===== config.mk =====
export PLATFORM = sky130hd
export DESIGN_NAME = mbox_irq_ctrl
export DESIGN_NICKNAME = d
export VERILOG_FILES = /design/src/rtl/mbox_irq_pkg.sv /design/src/rtl/mbox_rst_sync.sv /design/src/rtl/mbox_port_decode.sv /design/src/rtl/mbox_irq_flag.sv /design/src/rtl/mbox_irq_ctrl.sv
export SDC_FILE = /design/constraint.sdc
export NUM_CORES = 1
export LEC_CHECK = 0
export BUFFER_PORTS_ARGS = -buffer_cell sky130_fd_sc_hd__buf_2
export CORE_AREA = 4 4 41 43
export CTS_BUF_LIST = sky130_fd_sc_hd__clkbuf_8
export DETAILED_ROUTE_END_ITERATION = 16
export DIE_AREA = 0 0 45 47
export PLACE_DENSITY_LB_ADDON = 0.15
export SLEW_MARGIN = 10
export SYNTH_ARGS = -nofsm -noshare
export SYNTH_HDL_FRONTEND = slang
export SYNTH_SLANG_ARGS = --single-unit

===== constraint.sdc =====
create_clock -name clk -period 0.8 [get_ports clk]
set_input_delay 0 -clock clk [delete_from_list [all_inputs] [get_ports clk]]
set_output_delay 0 -clock clk [all_outputs]
set_load 0.03 [all_outputs]

===== src/rtl/mbox_irq_pkg.sv =====
package mbox_irq_pkg;
  localparam int unsigned NPORT  = 2;
  localparam int unsigned PORT_L = 0;
  localparam int unsigned PORT_R = 1;

  // Decoded mailbox events of one side in one cycle
  typedef struct packed {
    logic raise_peer;  // wrote the other side's mailbox
    logic drop_own;    // read its own mailbox
  } mbox_evt_t;
endpackage


===== src/rtl/mbox_rst_sync.sv =====
module mbox_rst_sync #(
  parameter int unsigned STAGES = 2
) (
  input  logic clk,
  input  logic arst_n,
  output logic srst_n
);
  logic [STAGES-1:0] sync_q;

  always_ff @(posedge clk or negedge arst_n) begin
    if (!arst_n) sync_q <= '0;
    else         sync_q <= {sync_q[STAGES-2:0], 1'b1};
  end

  assign srst_n = sync_q[STAGES-1];
endmodule


===== src/rtl/mbox_port_decode.sv =====
module mbox_port_decode
  import mbox_irq_pkg::*;
#(
  parameter int unsigned   AW        = 12,
  parameter logic [AW-1:0] OWN_BOX   = '1,
  parameter logic [AW-1:0] PEER_BOX  = '1
) (
  input  logic          ce_n,
  input  logic          we_n,
  input  logic          oe_n,
  input  logic          busy_n,
  input  logic [AW-1:0] addr,
  output mbox_evt_t     evt
);
  logic granted;
  logic wr_hit;
  logic rd_hit;

  always_comb begin
    // A side held off by the arbiter has no effect on the flags
    granted        = !ce_n && busy_n;
    wr_hit         = granted && !we_n;
    rd_hit         = granted && we_n && !oe_n;
    evt.raise_peer = wr_hit && (addr == PEER_BOX);
    evt.drop_own   = rd_hit && (addr == OWN_BOX);
  end
endmodule


===== src/rtl/mbox_irq_flag.sv =====
module mbox_irq_flag (
  input  logic clk,
  input  logic rst_n,
  input  logic set_req,
  input  logic clr_req,
  output logic irq_n
);
  logic pend_q;
  logic pend_d;
  logic pend_en;

  // Set has priority over clear in the same cycle
  always_comb begin
    pend_en = set_req | clr_req;
    pend_d  = set_req;
  end

  always_ff @(posedge clk or negedge rst_n) begin
    if (!rst_n)       pend_q <= 1'b0;
    else if (pend_en) pend_q <= pend_d;
  end

  assign irq_n = ~pend_q;
endmodule


===== src/rtl/mbox_irq_ctrl.sv =====
module mbox_irq_ctrl
  import mbox_irq_pkg::*;
#(
  parameter int unsigned AW = 12
) (
  input  logic          clk,
  input  logic          rst_n,
  input  logic          l_ce_n,
  input  logic          l_we_n,
  input  logic          l_oe_n,
  input  logic [AW-1:0] l_addr,
  input  logic          l_busy_n,
  output logic          l_irq_n,
  input  logic          r_ce_n,
  input  logic          r_we_n,
  input  logic          r_oe_n,
  input  logic [AW-1:0] r_addr,
  input  logic          r_busy_n,
  output logic          r_irq_n
);
  localparam logic [AW-1:0] BOX_R = {AW{1'b1}};
  localparam logic [AW-1:0] BOX_L = {AW{1'b1}} - AW'(1);

  logic             core_rst_n;
  logic [NPORT-1:0] ce_n;
  logic [NPORT-1:0] we_n;
  logic [NPORT-1:0] oe_n;
  logic [NPORT-1:0] busy_n;
  logic [AW-1:0]    addr [NPORT];
  mbox_evt_t        evt  [NPORT];
  logic [NPORT-1:0] irq_n;

  mbox_rst_sync #(.STAGES(2)) u_rst (
    .clk    (clk),
    .arst_n (rst_n),
    .srst_n (core_rst_n)
  );

  always_comb begin
    ce_n[PORT_L]   = l_ce_n;
    we_n[PORT_L]   = l_we_n;
    oe_n[PORT_L]   = l_oe_n;
    busy_n[PORT_L] = l_busy_n;
    addr[PORT_L]   = l_addr;
    ce_n[PORT_R]   = r_ce_n;
    we_n[PORT_R]   = r_we_n;
    oe_n[PORT_R]   = r_oe_n;
    busy_n[PORT_R] = r_busy_n;
    addr[PORT_R]   = r_addr;
  end

  for (genvar p = 0; p < NPORT; p++) begin : g_side
    localparam logic [AW-1:0] OWN  = (p == PORT_R) ? BOX_R : BOX_L;
    localparam logic [AW-1:0] PEER = (p == PORT_R) ? BOX_L : BOX_R;

    mbox_port_decode #(
      .AW       (AW),
      .OWN_BOX  (OWN),
      .PEER_BOX (PEER)
    ) u_dec (
      .ce_n   (ce_n[p]),
      .we_n   (we_n[p]),
      .oe_n   (oe_n[p]),
      .busy_n (busy_n[p]),
      .addr   (addr[p]),
      .evt    (evt[p])
    );

    // This side's flag is raised by the other side and dropped by itself
    mbox_irq_flag u_flag (
      .clk     (clk),
      .rst_n   (core_rst_n),
      .set_req (evt[NPORT-1-p].raise_peer),
      .clr_req (evt[p].drop_own),
      .irq_n   (irq_n[p])
    );
  end

  assign l_irq_n = irq_n[PORT_L];
  assign r_irq_n = irq_n[PORT_R];
endmodule


==> impl_results.md, run 1 <==
* Synth warn at 0
* VDD IR max at 0.364 mV
* Multiplexer share of the synthesized area at 0%
* Largest family of logic cells by synthesized area: simple AND/OR/NAND/NOR gates
* Post-DP HPWL at 700 um
* Syn Std Cell Area at 228 um2
* Post-route cell area at 499 um2
* I/O Pins at 36
* #FFs+latches synth at 4
* Die Ht at 47 um
* Most common cell after layout, fill and taps aside: buf_2
* CTS tree: done
* Routed vias/inst at 4.18
* Number of diodes at 0
* Port bufs at 35
* First-pass DRT Iterations at 3
* Clock sink total at 4
* XOR/XNOR Fraction of Synth Area at 0%
* CP max FO at 2
* WP data required at 800 ps
* Data arrival time of the worst path at 770 ps
* Global route overflow at 0
* Die area at 2120 um2
* Post-CTS Repair Setup Buffers at 0
* DP Area at 429 um2
* CTS Root Cell: clkbuf_8
* Total wire length at 746 um
* # fillers at 148
* CP Class: flop to primary output
* Lkg Pwr at 0.000257 uW
* Pre-CTS setup slack at -153 ps
* Drt wl/cell at 9.44 um
* Layout area overhead at 119%
* Finish-stage setup viols at 0
* Layout Cells excl Fill at 79
* Skew final at 0.406 ps
* Yosys top cell area share at 44.0%
* Syn Area/Cell at 9.49 um2
* # rows at 13
* Dpl cells at 75
* Most frequent cells in the layout: 32 x buf_2, 4 x dfrtp_1, 3 x nand4_1, 3 x clkbuf_8, 3 x buf_6
* Clk buf depth at 2
* CTS Buf Count at 3
* Pin count of the biggest net entering global routing at 3
* Post-route minimum period at 774 ps
* Sequential standard cell area at 100 um2
* Drc violations at 0
* GPL Wtd Cong at 0.634
* Post-Synth Adder-Cell Area at 0%
* First-pass GRT wire length at 1200 um
* Delay of the slowest critical-path stage at 370 ps
* Synth area leader: dfrtp_1
* H-tree levels at 1
* P per Cell Area at 1450 nW/um2
* Starting Density at 17.5%
* Post-synthesis sequential area ratio at 44.0%
* Area of the multi-input gates at 120 um2
* Max-slew violation count at 0
* Outcome: complete, no violations
* Syn nets at 58
* Gate Count Post-Synth at 24
* Share of layout cells above drive strength 1 at 65.6%
* Utilization after layout at 38.4%
* Horiz. Die Dim at 45 um
* Hold WC Path Type: flop to asynchronous set/reset pin
* Unique cell type count in the Yosys netlist at 13
* Global Route Usage Sum at 7.77%
* Max Freq at 1290 MHz
* Startpoint types: flop
* Worst-path cell chain: inv_1, buf_6
* Max-cap violations at 0
* Nets@finish at 100
* Critical-path top delay cell: dfrtp_1
* Vias at 330
* Vias in the first global route at 339
* Period utilization at 96.7%
* Core area at 1300 um2
* Antenna Nets Post-Route at 0
* Hold Vio Cnt, Final at 0
* Worst-path clk slew at 30 ps
* Simple-Gate Fraction of Synth Area at 45.1%
* Compound-Gate Fraction of Synth Area at 6.04%
* Initial antenna violation count at 0
* Final setup margin at 26.1 ps
* DRT iter0 DRCs at 4
* Worst-Skew Late Latency at 210 ps
* Top post-synthesis cells by area: dfrtp_1 44%, nor4_2 11%, nand4_1 8.2%
* Critical Path End Type: primary output
sequential cells by signal, summed over array words and instances (netlist names):
name / count
g_side.u_flag.pend_q: 2
u_rst.sync_q: 2
cell families (layout without fill, tap and decap cells):
kind of cell    after synthesis  after routing
flops                         4              4
other cells                   1              1
buf+inv                       2             42
compound gates                2              2
simple gates                 15             15
through the flow:
stage / hold WS, ps / setup TNS [ps] / power [uW]
after floorplan: -296 / -11.4 / 230
after global placement: -214 / -221 / 308
after detailed placement: -212 / -268 / 310
after CTS: 23.8 / 0 / 733
after global routing: 33.6 / -16.0 / 768
final: 21.1 / 0 / 722
worst paths after layout:
kind | from | end | slack [ps] | cells after the start
max in group asynchronous | rst_n | u_rst.sync_q[0]$_DFF_PN0_ | 600 | 2
hold / removal | u_rst.sync_q[1]$_DFF_PN0_ | g_side[1].u_flag.pend_q$_DFFE_PN0P_ | 20 | 0
setup / recovery | g_side[0].u_flag.pend_q$_DFFE_PN0P_ | l_irq_n | 30 | 2
setup reg to reg | g_side[0].u_flag.pend_q$_DFFE_PN0P_ | g_side[0].u_flag.pend_q$_DFFE_PN0P_ | 90 | 1
min in group clk | l_addr[0] | g_side[1].u_flag.pend_q$_DFFE_PN0P_ | 50 | 3
hold reg to reg | u_rst.sync_q[1]$_DFF_PN0_ | g_side[1].u_flag.pend_q$_DFFE_PN0P_ | 20 | 0
layout make-up:
cell class | count | area share [%]
Multi-Input combinational cell | 18 | 24.1
Tap cell | 15 | 3.76
Inverter | 2 | 1.50
Timing Repair Buffer | 37 | 42.4
Clock buffer | 3 | 8.27
Sequential cell | 4 | 20.1
worst max-delay path, delay by kind of cell (launching register included):
family / cells / cell delay (ps)
buffers and inverters: 2 / 190
flip-flops: 1 / 370
what timing repair did:
item,in CTS,in global routing
pin swaps,0,4
gates resized for setup,2,4
cloned,0,0
endpoints found under the setup margin,2,3
endpoints found under the hold margin,2,0
hold buffers,1,0
metal layers:
| layer | routed length [um] | track usage (%) | up-vias | part of all wire, % |
|---|---|---|---|---|
| met1 | 267 | 8.28 | 142 | 36 |
| li1 | - | - | 170 | - |
| met4 | 0 | 7.02 | 0 | 0 |
| met5 | 0 | 0 | - | 0 |
| met3 | 81 | 0 | 0 | 11 |
| met2 | 397 | 14.1 | 18 | 53 |
where the power goes:
| part | internal, uW | leakage [uW] | switching (uW) |
|---|---|---|---|
| combinational | 70.7 | 0.000189 | 31.8 |
| clock | 319 | 0.0000216 | 88.8 |
| sequential | 209 | 0.0000460 | 2.56 |
| total | 599 | 0.000257 | 123 |
synth_stat cells (all sizes together):
library cell / n
dfrtp: 4
nand4: 3
inv: 2
nand2: 2
nand3: 2
nand3b: 2
nor2: 2
nor4: 2
a22o: 1
and4b: 1
conb: 1
nand4b: 1
o21ai: 1
Note: power is estimated with default switching activity, not from simulation.
==> inputs of run 2 (changes only) <==
SYNTH_HIERARCHICAL = 1   (was not set)
==> run 2 against run 1 <==
  * Clock skew rose by 0.92 ps
  * Non-clock buffer count grew 4
  * Critical endpoint is now r_irq_n
  * Core utilization is 4.4 points higher
  * Largest cell class unchanged
  * Sequential share of layout area fell by 2.1 points
  * Largest power group unchanged
  * Fmax increased by 1.0%
  * Clock power increased by 2%
  * Hold slack worse by 1.5 ps
  * Synthesized area up 15%
==> impl_results.md, run 2 <==
* Outcome: complete, no violations
* Most common cell after layout, fill and taps aside: buf_2
* Critical Path End Type: primary output
* CTS Root Cell: clkbuf_8
* First-pass GRT wire length at 1350 um
* Drt wl/cell at 11.0 um
* Post-route minimum period at 766 ps
* P per Cell Area at 1340 nW/um2
* Post-route cell area at 557 um2
* Syn Area/Cell at 10.5 um2
* EDFF count, synth at 0
* Hold Vio Cnt, Final at 0
* Top flop regs: g_side.u_flag/pend_q: 2 flops, u_rst/sync_q: 2 flops
* Clk buf depth at 2
* Final Power at 745 uW
* Drc violations at 0
* Worst-path clk slew at 30 ps
* Routed vias/inst at 4.85
* Clock network fraction of total power at 56.1%
* Nets@finish at 105
* VDD IR max at 1.09 mV
* Worst-Skew Late Latency at 220 ps
* I/O Pins at 36
* Synth area leader: dfrtp_1
* Most frequent cells in the layout: 33 x buf_2, 6 x nand4_1, 5 x buf_4, 4 x dfrtp_1
* #FFs+latches synth at 4
* Startpoint types: flop
* Port bufs at 35
* Die area at 2120 um2
* Global Route Usage Sum at 9.36%
* Critical-path top delay cell: dfrtp_1
* Post-synthesis sequential area ratio at 38.3%
* DP Area at 485 um2
* FFs w/ async S/R, synth at 100%
* Clock sink total at 4
* Horiz. Die Dim at 45 um
* Period utilization at 95.8%
* Synth warn at 6
* Core area at 1300 um2
* Syn Std Cell Area at 262 um2
* Vias in the first global route at 352
* CTS Buf Count at 3
* CP Class: flop to primary output
* Ys flop type: dfrtp_1
* Worst r2r src: g_side[0].u_flag/pend_q$_DFFE_PN0P_
* RSZ-0062 raised after global routing: no
* GPL Wtd Cong at 0.668
* Share of layout cells above drive strength 1 at 71.0%
* Max-slew violation count at 0
* Delay of the slowest critical-path stage at 360 ps
* Finish-stage setup viols at 0
* Seq pwr share at 28.4%
* CP max FO at 2
* Unique cell type count in the Yosys netlist at 11
* Pin count of the biggest net entering global routing at 3
* # rows at 13
* Pint at 605 uW
* Sw power at 140 uW
* Setup crit start: g_side[1].u_flag/pend_q$_DFFE_PN0P_
* Initial antenna violation count at 0
* CTS tree: done
* Syn nets at 59
* Gate Count Post-Synth at 25
* Starting Density at 20.1%
* DRT iter0 DRCs at 1
* Global route overflow at 0
* Total wire length at 928 um
* Switching fraction of total power at 18.8%
* Count leader, synth: nand4_1
* First-pass DRT Iterations at 4
* H-tree levels at 1
* Worst-path cell chain: inv_2, buf_6
* Max-cap violations at 0
* Layout area overhead at 113%
* Number of diodes at 0
* Skew final at 1.33 ps
* Hold WC Path Type: flop to asynchronous set/reset pin
* Max Freq at 1310 MHz
* Post-synth top cells: 6 x nand4_1, 4 x dfrtp_1, 3 x nand4b_1
* Setup crit end: r_irq_n
* FF-to-FF path depth at 3
* Vias at 407
* WP data required at 800 ps
* Lkg Pwr at 0.000267 uW
* Yosys top cell area share at 38.3%
* Data arrival time of the worst path at 770 ps
* FF-to-FF setup slack at 110 ps
* Combinational power share at 15.6%
* Die Ht at 47 um
* Antenna Nets Post-Route at 0
* Top post-synthesis cells by area: dfrtp_1 38%, nand4_1 14%, nand4b_1 10%
* R2r endpoint: g_side[0].u_flag/pend_q$_DFFE_PN0P_
run 2: power groups by stage:
stage | clock [uW] | combinational [uW] | sequential (uW)
global route | 460 | 128 | 212
finish | 418 | 116 | 211
global placement | 0 | 112 | 214
CTS | 435 | 116 | 212
detailed placement | 0 | 112 | 214
floorplan | 0 | 19.1 | 213
run 2: cell families after synthesis:
| logic type | share of synthesized area, % |
|---|---|
| AO/OA/AOI/OAI | 8.61 |
| buffers and inverters | 2.87 |
| flip-flops | 38.3 |
| other | 1.43 |
| AND/OR/NAND/NOR | 48.8 |
run 2: worst min-delay path by stage:
stage	end	slack, ps	cells past startpoint
final	g_side[0].u_flag/pend_q$_DFFE_PN0P_	20	0
after detailed placement	u_rst/sync_q[1]$_DFF_PN0_	-210	1
after CTS	g_side[0].u_flag/pend_q$_DFFE_PN0P_	20	0
after global routing	g_side[0].u_flag/pend_q$_DFFE_PN0P_	20	0
after floorplan	u_rst/sync_q[0]$_DFF_PN0_	-300	0
after global placement	u_rst/sync_q[1]$_DFF_PN0_	-210	1
run 2: timing repair:
item                                    CTS  global route
endpoints found under the setup margin    2             1
hold buffers                              1             0
gates resized for setup                   6             0
endpoints found under the hold margin     2             0
pin swaps                                 0             0
setup buffers                             0             1
run 2: layout make-up:
| class | instances | area [um2] |
|---|---|---|
| sequential | 4 | 100 |
| timing repair buffer | 41 | 235 |
| fill | 142 | 744 |
| clock buffer | 3 | 41.3 |
| inverter | 2 | 7.51 |
| tap | 15 | 18.8 |
| multi-input combinational | 19 | 154 |
run 2: metal layers:
metal / track usage (%) / wire length (um) / vias up
met5: 0 / 0 / -
met1: 8.74 / 317 / 181
met3: 6.13 / 180 / 4
li1: - / - / 193
met2: 15.5 / 417 / 29
met4: 5.26 / 13 / 0
run 2: critical path: cells and delay by family (launching register included):
kind / cells / cell delay [ps]
buffers and inverters: 2 / 200
DFF: 1 / 360
run 2: metrics by stage:
step	hold slack, ps	setup TNS [ps]	setup WS, ps	utilization (%)	instances
3_3_place_gp	-212	-99.2	-81.1	37.3	79
2_1_floorplan	-296	0	40.3	-	25
3_5_place_dp	-212	-130	-79.7	37.3	79
5_1_grt	24.9	0	5.95	42.8	84
4_1_cts	21.4	0	23.5	42.2	83
6_report	19.7	0	33.9	42.8	84
==> inputs of run 3 (changes only) <==
ABC_AREA = 1   (was not set)
==> run 3 against run 2 <==
  * Cell count grew 36%
  * Largest cell class unchanged
  * Combinational power grew 5%
  * Core utilization grew 1.5 points
  * Largest power group unchanged
  * Via count grew 10%
  * Synthesized area grew 19%
==> impl_results.md, run 3 <==
* Outcome: complete, no violations
* # rows at 13
* # fillers at 153
* First-pass GRT wire length at 1190 um
* Port bufs at 35
* Max Freq at 1290 MHz
* Critical-path top delay cell: dfrtp_1
* Clk buf depth at 2
* CTS tree: done
* Global route overflow at 0
* Clock sink total at 4
* Top post-synthesis cells by area: nand2_1 34%, dfrtp_1 32%, inv_1 14%
* Gate Count Post-Synth at 59
* CTS Buf Count at 3
* Total wire length at 825 um
* H-tree levels at 1
* CP Class: flop to primary output
* Critical Path End Type: primary output
* Syn Std Cell Area at 312 um2
* RSZ-0062 raised after global routing: yes
* CP max FO at 2
* Post-route minimum period at 775 ps
* DP Area at 505 um2
* Initial antenna violation count at 0
* Synth warn at 6
* Most frequent cells in the layout: 33 x buf_2, 28 x nand2_1, 12 x nor2_1, 11 x inv_1, 4 x dfrtp_1
* Unique cell type count in the Yosys netlist at 6
* FF-to-FF path depth at 3
* Syn Area/Cell at 5.28 um2
* Vias at 448
* Max-cap violations at 0
* Setup crit start: g_side[1].u_flag/pend_q$_DFFE_PN0P_
* Most common cell after layout, fill and taps aside: buf_2
* Ys flop type: dfrtp_1
* EDFF count, synth at 0
* First-pass DRT Iterations at 4
* Starting Density at 23.9%
* Skew final at 1.50 ps
* Startpoint types: flop
* VDD IR max at 0.906 mV
* Worst-path clk slew at 30 ps
* Syn nets at 93
* WP data required at 800 ps
* Max-slew violation count at 0
* I/O Pins at 36
* Data arrival time of the worst path at 780 ps
* Drt wl/cell at 7.24 um
* Nets@finish at 135
* Worst-Skew Late Latency at 220 ps
* #FFs+latches synth at 4
* Post-DP HPWL at 726 um
* Post-route cell area at 577 um2
* Share of layout cells above drive strength 1 at 42.4%
* Drc violations at 0
* Delay of the slowest critical-path stage at 370 ps
* DRT iter0 DRCs at 3
* Die area at 2120 um2
* GPL Wtd Cong at 0.610
* Dpl cells at 109
* Top flop regs: g_side.u_flag/pend_q: 2 flops, u_rst/sync_q: 2 flops
* Min Hold Slack at 23.7 ps
* Die Ht at 47 um
* Yosys top cell area share at 33.7%
* Layout Cells excl Fill at 114
* Finish-stage setup viols at 0
* Largest delay share family, worst path: flip-flops
* Core area at 1300 um2
* Routed vias/inst at 3.93
* Worst r2r src: g_side[1].u_flag/pend_q$_DFFE_PN0P_
* Horiz. Die Dim at 45 um
* CTS Root Cell: clkbuf_8
* Pin count of the biggest net entering global routing at 3
* Buf/Inv on CP at 2
* Number of diodes at 0
* FFs w/ async S/R, synth at 100%
* Vias in the first global route at 369
* Lkg Pwr at 0.000333 uW
* Hold WC Path Type: flop to asynchronous set/reset pin
* Post-synthesis sequential area ratio at 32.1%
* P per Cell Area at 1310 nW/um2
* Antenna Nets Post-Route at 0
* Synth area leader: nand2_1
* FF-to-FF setup slack at 100 ps
* Layout area overhead at 85.1%
* Hold Vio Cnt, Final at 0
* R2r endpoint: g_side[1].u_flag/pend_q$_DFFE_PN0P_
* Final Power at 754 uW
* Global Route Usage Sum at 8.16%
* Period utilization at 96.9%
* Count leader, synth: nand2_1
* Worst-path cell chain: inv_1, buf_6
* Post-synth top cells: 28 x nand2_1, 12 x inv_1, 12 x nor2_1
## run 3: where the power goes
part / switching, uW / internal (uW)
clock network: 99.7 / 320
logic: 46.5 / 75.4
registers: 2.75 / 209
total: 149 / 605
## run 3: how the worst max path moves through the flow
stage	endpoint	depth (start not counted)
after floorplan	g_side[0].u_flag/pend_q$_DFFE_PN0P_	2
after global placement	g_side[0].u_flag/pend_q$_DFFE_PN0P_	9
after detailed placement	g_side[0].u_flag/pend_q$_DFFE_PN0P_	9
after CTS	r_irq_n	2
after global routing	l_irq_n	2
final	r_irq_n	2
## run 3: cells by family (layout without fill, tap and decap cells)
| group | Yosys count | in the layout | share of synthesized area, % |
|---|---|---|---|
| DFF | 4 | 4 | 32.1 |
| and+or+nand+nor | 42 | 42 | 52.2 |
| other | 1 | 1 | 1.20 |
| buffers and inverters | 12 | 52 | 14.5 |
## run 3: per-layer routing
metal | share of wire (%) | GRT usage [%] | up-vias
met5 | 0 | 0 | -
met4 | 1.5 | 5.26 | 0
met3 | 19 | 4.60 | 4
met2 | 46 | 14.1 | 29
met1 | 33 | 7.34 | 171
li1 | - | - | 244
## run 3: area by class of cell
type | count | area [um2] | share of cell area, %
inverter | 12 | 45.0 | 7.81
multi-input combinational | 43 | 166 | 28.9
clock buffer | 3 | 41.3 | 7.16
sequential | 4 | 100 | 17.4
tap | 15 | 18.8 | 3.25
timing repair buffer | 37 | 205 | 35.6
## run 3: what timing repair did
action                                  CTS  global route
endpoints found under the setup margin    2             2
hold buffers                              1             0
gates resized for setup                   3             2
hold endpoints to repair                  2             0
pin swaps                                 0             0
setup buffers                             0             1
## run 3: metrics by stage
stage | setup slack [ps] | TNS [ps] | utilization, %
CTS | 8.99 | 0 | 43.5
finish | 24.8 | 0 | 44.3
global route | -8.82 | -8.82 | 44.3
floorplan | 239 | 0 | -
detailed placement | 125 | 0 | 38.8
global placement | 129 | 0 | 38.8
